## src/rtl/vrs_pkg.sv

```systemverilog
package vrs_pkg;
    localparam int DEF_LINE_W  = 8;
    localparam int DEF_REGIONS = 5;
    localparam int DEF_PAT_W   = 2;

    function automatic int idx_w(input int n);
        return (n < 2) ? 1 : $clog2(n);
    endfunction
endpackage

```

## src/rtl/vrs_line_ctr.sv

```systemverilog
module vrs_line_ctr #(
    parameter int LINE_W = vrs_pkg::DEF_LINE_W
) (
    input  logic              clk,
    input  logic              rst_n,
    input  logic              field_start,
    input  logic              line_stb,
    output logic [LINE_W-1:0] line_now,
    output logic              adv
);
    localparam logic [LINE_W-1:0] LINE_MAX = {LINE_W{1'b1}};

    typedef struct packed {
        logic [LINE_W-1:0] cnt;
    } ctr_s;

    ctr_s st_d, st_q;

    always_comb begin
        st_d = st_q;
        adv  = line_stb & ~field_start;
        if (field_start) begin
            st_d.cnt = '0;
        end else if (line_stb && st_q.cnt != LINE_MAX) begin
            st_d.cnt = st_q.cnt + 1'b1;
        end
    end

    always_ff @(posedge clk or negedge rst_n) begin
        if (!rst_n) st_q <= '0;
        else        st_q <= st_d;
    end

    assign line_now = st_q.cnt;

    AST_CTR_CLEAR: assert property (@(posedge clk) disable iff (!rst_n)
        field_start |=> (line_now == '0));
    AST_CTR_STEP: assert property (@(posedge clk) disable iff (!rst_n)
        (line_stb && !field_start && line_now != LINE_MAX) |=> (line_now == $past(line_now) + 1'b1));
    AST_CTR_SAT: assert property (@(posedge clk) disable iff (!rst_n)
        (line_stb && !field_start && line_now == LINE_MAX) |=> (line_now == LINE_MAX));
    AST_CTR_IDLE: assert property (@(posedge clk) disable iff (!rst_n)
        (!line_stb && !field_start) |=> $stable(line_now));
endmodule

```

## src/rtl/vrs_region_find.sv

```systemverilog
module vrs_region_find #(
    parameter int LINE_W  = vrs_pkg::DEF_LINE_W,
    parameter int REGIONS = vrs_pkg::DEF_REGIONS,
    parameter int RGN_W   = vrs_pkg::idx_w(REGIONS)
) (
    input  logic [LINE_W-1:0]               line_now,
    input  logic [(REGIONS-1)*LINE_W-1:0]   bnd_flat,
    output logic [RGN_W-1:0]                rgn
);
    logic [REGIONS-1:0] reached;

    assign reached[0] = 1'b1;

    genvar gk;
    generate
        for (gk = 1; gk < REGIONS; gk++) begin : g_cmp
            assign reached[gk] = (line_now >= bnd_flat[LINE_W*(gk-1) +: LINE_W]);
        end
    endgenerate

    always_comb begin
        rgn = '0;
        for (int k = 1; k < REGIONS; k++) begin
            if (reached[k]) rgn = RGN_W'(k);
        end
    end
endmodule

```

## src/rtl/vrs_pattern_map.sv

```systemverilog
module vrs_pattern_map #(
    parameter int REGIONS = vrs_pkg::DEF_REGIONS,
    parameter int PAT_W   = vrs_pkg::DEF_PAT_W,
    parameter int RGN_W   = vrs_pkg::idx_w(REGIONS),
    parameter int PTR_W   = vrs_pkg::idx_w(REGIONS)
) (
    input  logic [RGN_W-1:0]           rgn,
    input  logic [REGIONS*PTR_W-1:0]   ptr_flat,
    input  logic [REGIONS*PAT_W-1:0]   sel_flat,
    output logic [PAT_W-1:0]           pat
);
    localparam logic [PTR_W-1:0] PTR_LIM = PTR_W'(REGIONS);

    logic [PTR_W-1:0] ptr_raw;
    logic [PTR_W-1:0] sel_idx;

    always_comb begin
        ptr_raw = '0;
        for (int k = 0; k < REGIONS; k++) begin
            if (rgn == RGN_W'(k)) ptr_raw = ptr_flat[PTR_W*k +: PTR_W];
        end
        sel_idx = (ptr_raw < PTR_LIM) ? ptr_raw : '0;
        pat = '0;
        for (int j = 0; j < REGIONS; j++) begin
            if (sel_idx == PTR_W'(j)) pat = sel_flat[PAT_W*j +: PAT_W];
        end
    end
endmodule

```

## src/rtl/vrs_top.sv

```systemverilog
module vrs_top #(
    parameter int LINE_W  = vrs_pkg::DEF_LINE_W,
    parameter int REGIONS = vrs_pkg::DEF_REGIONS,
    parameter int PAT_W   = vrs_pkg::DEF_PAT_W
) (
    input  logic                           clk,
    input  logic                           rst_n,
    input  logic                           field_start,
    input  logic                           line_stb,
    input  logic [(REGIONS-1)*LINE_W-1:0]  bnd_flat,
    input  logic [REGIONS*vrs_pkg::idx_w(REGIONS)-1:0] ptr_flat,
    input  logic [REGIONS*PAT_W-1:0]       sel_flat,
    output logic [PAT_W-1:0]               pat_num,
    output logic                           line_go
);
    localparam int RGN_W = vrs_pkg::idx_w(REGIONS);
    localparam int PTR_W = vrs_pkg::idx_w(REGIONS);

    typedef struct packed {
        logic [PAT_W-1:0] pat;
        logic             go;
    } out_s;

    out_s st_d, st_q;

    logic [LINE_W-1:0] line_now;
    logic              adv;
    logic [RGN_W-1:0]  rgn;
    logic [PAT_W-1:0]  pat_new;

    vrs_line_ctr #(.LINE_W(LINE_W)) u_ctr (
        .clk(clk), .rst_n(rst_n), .field_start(field_start),
        .line_stb(line_stb), .line_now(line_now), .adv(adv)
    );

    vrs_region_find #(.LINE_W(LINE_W), .REGIONS(REGIONS), .RGN_W(RGN_W)) u_find (
        .line_now(line_now), .bnd_flat(bnd_flat), .rgn(rgn)
    );

    vrs_pattern_map #(.REGIONS(REGIONS), .PAT_W(PAT_W), .RGN_W(RGN_W), .PTR_W(PTR_W)) u_map (
        .rgn(rgn), .ptr_flat(ptr_flat), .sel_flat(sel_flat), .pat(pat_new)
    );

    always_comb begin
        st_d    = st_q;
        st_d.go = adv;
        if (adv) st_d.pat = pat_new;
    end

    always_ff @(posedge clk or negedge rst_n) begin
        if (!rst_n) st_q <= '0;
        else        st_q <= st_d;
    end

    assign pat_num = st_q.pat;
    assign line_go = st_q.go;

    AST_GO_AFTER_STB: assert property (@(posedge clk) disable iff (!rst_n)
        (line_stb && !field_start) |=> line_go);
    AST_NO_GO_ON_CLASH: assert property (@(posedge clk) disable iff (!rst_n)
        field_start |=> !line_go);
    AST_PAT_HELD: assert property (@(posedge clk) disable iff (!rst_n)
        !line_go |-> $stable(pat_num));
    AST_REGION_RANGE: assert property (@(posedge clk) disable iff (!rst_n)
        rgn < RGN_W'(REGIONS));
endmodule

```

## config.mk

```make
export PLATFORM = sky130hd
export DESIGN_NAME = vrs_top
export DESIGN_NICKNAME = d
export VERILOG_FILES = /design/src/rtl/vrs_pkg.sv /design/src/rtl/vrs_line_ctr.sv /design/src/rtl/vrs_region_find.sv /design/src/rtl/vrs_pattern_map.sv /design/src/rtl/vrs_top.sv
export SDC_FILE = /design/constraint.sdc
export NUM_CORES = 1
export LEC_CHECK = 0
export CORE_MARGIN = 2
export CORE_UTILIZATION = 36
export DETAILED_ROUTE_END_ITERATION = 8
export GPL_TIMING_DRIVEN = 0
export PLACE_DENSITY_LB_ADDON = 0.2
export SYNTH_ARGS = -nofsm -noshare
export SYNTH_HDL_FRONTEND = slang
export SYNTH_SLANG_ARGS = --single-unit
```

## constraint.sdc

```tcl
create_clock -name clk -period 3.08 [get_ports clk]
set_input_delay 0.616 -clock clk [delete_from_list [all_inputs] [get_ports clk]]
set_output_delay 0.616 -clock clk [all_outputs]
set_load 0.05 [all_outputs]
```

==> metrics.cfg <==
[run_status]
outcome = completed

[critical_path]
slowest_delay_ps = 460
crit_buf_inv = 2
end_kind = flop
cpMaxStageDelayCell = clkdlybuf4s50_1
crit_path_start_kind = input pin
worst-path-stages = 11
crit_path_start = bnd_flat[11]
r2r_cells = 10
path_class = input pin to flop
critPathTopFamily = compound AO/OA/AOI/OAI gates
cp_data_required_time_ps = 3180
worstReg2RegStart = u_ctr.line_now[0]
path_cells = clkdlybuf4s50_1 > inv_1 > ha_1 > and4_4 > a2111oi_4 > o21ai_2 > a221oi_2 > o211ai_2 > mux2_4 > a22oi_2 > a31oi_1
critPathMaxFanout = 3
worst_ep_arrival_time_ps = 3090
reg2reg_slack_ps = 140

[floorplan]
fp.coreArea_sq_um = 4030
die_w_um = 69.1
initial_utilization_pct = 37.9
num_io_pins = 64
die_h_um = 69.1
row_count = 23
die_area_sq_um = 4780

[synthesis]
synth_top_cell_by_area = ha_1
yosysWarnings = 0
synthesis.area_sq_um = 1530
synth_top_flop_cell = dfrtp_1
synth_area_leaders = ha_1, dfrtp_1, inv_1, nor2_1, o21ai_0
synth_seq_cells = 11
synth_nets = 280
synth.distinct_cells = 43
postSynthAreaPerCell_sq_um = 8.21
async_flop_share_pct = 100
syn_inst = 186
yosysSeqAreaShare_pct = 18.0
yosysTopAreaCellShare_pct = 27.0
synth_edf_count = 0

[clocking]
cts_made_buffers = 3
clock_sinks = 11
cts_root_buf = clkbuf_8
cts_tree = built
cts_buffer_depth = 2
path_clk_slew_ps = 50
postCtsHoldBufs = 0
cts_htree_levels = 1
clk_latency_ps = 240

[power]
p_per_area_nw_per_um2 = 217
clock_power_share_pct = 26.1
ir_worst_vdd_mv = 0.200
power.switching_mw = 0.168
total_leakage_power_nw = 1.25
sw_frac_of_total_pct = 30.6
p_comb_share_pct = 44.8
p_int_mw = 0.382
seqPwrFrac_pct = 29.2

[timing]
drv_slew = 0
setup_viol = 0
skew_ps = 1.58
slew-limit-headroom_pct = 63.6
fmax_mhz = 335
worst_pin_slew_ps = 532
hold_viol_final = 0
fin_crit_sh_pct = 97.0
finalCriticalPeriod_ps = 2990
holdWs_ps = 606

[placed_design]
hpwl_um = 3300
place_inst = 298
place_congestion = 0.776
io_buffers = 62
placed_area_sq_um = 2210

[route]
dr.first_iter.drc_count = 67
drc_errors = 0
viasPerCell = 5.33
antenna_left = 0
drt-pass1-iter-count = 4
avgRoutedWirePerCell_um = 14.2
vias = 1635
wirelength_um = 4360

[worst_hold_path]
hold_depth = 2
hp-class = flop to flop
min_from = pat_num[0]

[cells_and_area]
nets = 352
diodes = 0
stdcell_area_sq_um = 2540
syn_to_final_growth_pct = 66.5
layout_commonest_cell = clkdlybuf4s50_1
drive_gt1_share_pct = 19.8
instances_no_fill = 307
layout_common_cells = clkdlybuf4s50_1, inv_1, ha_1

[grt]
grt.total_usage_pct = 18.3
antenna_found_initial = 0
grt_start_max_net_pins = 12
first_global_vias = 1614
gr-total-overflow = 0
grt_pass1_wl_um = 7250

[job]
maxCapViolations = 0

[Yosys cell counts, types with 2 or more instances]
library cell and count:
a2111oi_0 3, a21o_1 4, a21oi_1 6, a221oi_1 4, a22oi_1 2, a31oi_1 5
clkbuf_1 2, dfrtp_1 11, ha_1 33, inv_1 33, nand2_1 5, nand2b_1 6
nand3_1 4, nand4_1 6, nor2_1 14, nor2b_1 2, nor3b_1 3, o211ai_1 2
o21a_1 2, o21ai_0 9, o22ai_1 2, o311ai_0 3, or3_1 2, xor2_1 4
[power groups by stage]
stage	combinational [mW]	clock, mW	sequential [mW]
floorplan	0.0823	0	0.180
detailed placement	0.208	0	0.163
global route	0.269	0.156	0.162
global placement	0.206	0	0.163
finish	0.246	0.143	0.161
CTS	0.229	0.150	0.161
[routing by layer]
metal / global-route usage [%] / vias to the layer above / part of all wire (%)
met5: 0 / - / 0
met4: 6.32 / 0 / 1.4
met3: 2.63 / 7 / 3.2
met2: 31.9 / 29 / 52
met1: 23.0 / 774 / 44
li1: - / 825 / -
[final timing paths]
path,end
setup / recovery,pat_num[1]
hold / removal,pat_num[0]
setup reg to reg,pat_num[1]
hold reg to reg,pat_num[0]
max in group asynchronous,u_ctr.line_now[6]
min in group asynchronous,u_ctr.line_now[3]
[kinds of logic after synthesis]
family / after synthesis / synth area share (%)
and+or+nand+nor: 48 / 17.1
buffers and inverters: 35 / 8.61
muxes: 3 / 2.13
xor gates and xnor gates: 5 / 2.87
AOI/OAI and AO/OA: 51 / 24.2
DFF: 11 / 18.0
adders and majority gates: 33 / 27.0
[worst min-delay path, cell delays in order, from the launching register on]
cell	delay [ps]
dfrtp_1	340
o22ai_1	80
a31oi_1	140
[timing repair]
item	in CTS	in global routing
buffers inserted	3	2
pin swaps	15	24
endpoints found under the setup margin	2	2
gates resized for setup	26	36
[metrics by stage]
stage	worst slack (ps)	utilization, %	power, mW	setup TNS (ps)
floorplan	202	-	0.263	0
global placement	-537	54.8	0.369	-1070
detailed placement	-549	54.8	0.371	-1090
CTS	0.876	59.6	0.539	0
global route	-26.8	63.1	0.587	-26.8
finish	92.3	63.1	0.550	0
[registers in the layout, indices dropped and copies added (netlist names)]
name            cells
u_ctr.line_now      8
pat_num             2
line_go             1
[area by class of cell]
| class | count | area, sq um |
|---|---|---|
| sequential | 11 | 275 |
| timing repair buffer | 67 | 676 |
| tap | 50 | 62.6 |
| inverter | 33 | 124 |
| fill | 330 | 1490 |
| buffer | 2 | 7.51 |
| multi-input combinational | 140 | 1350 |
| clock buffer | 4 | 45.0 |
(Power assumes the default switching activity.)
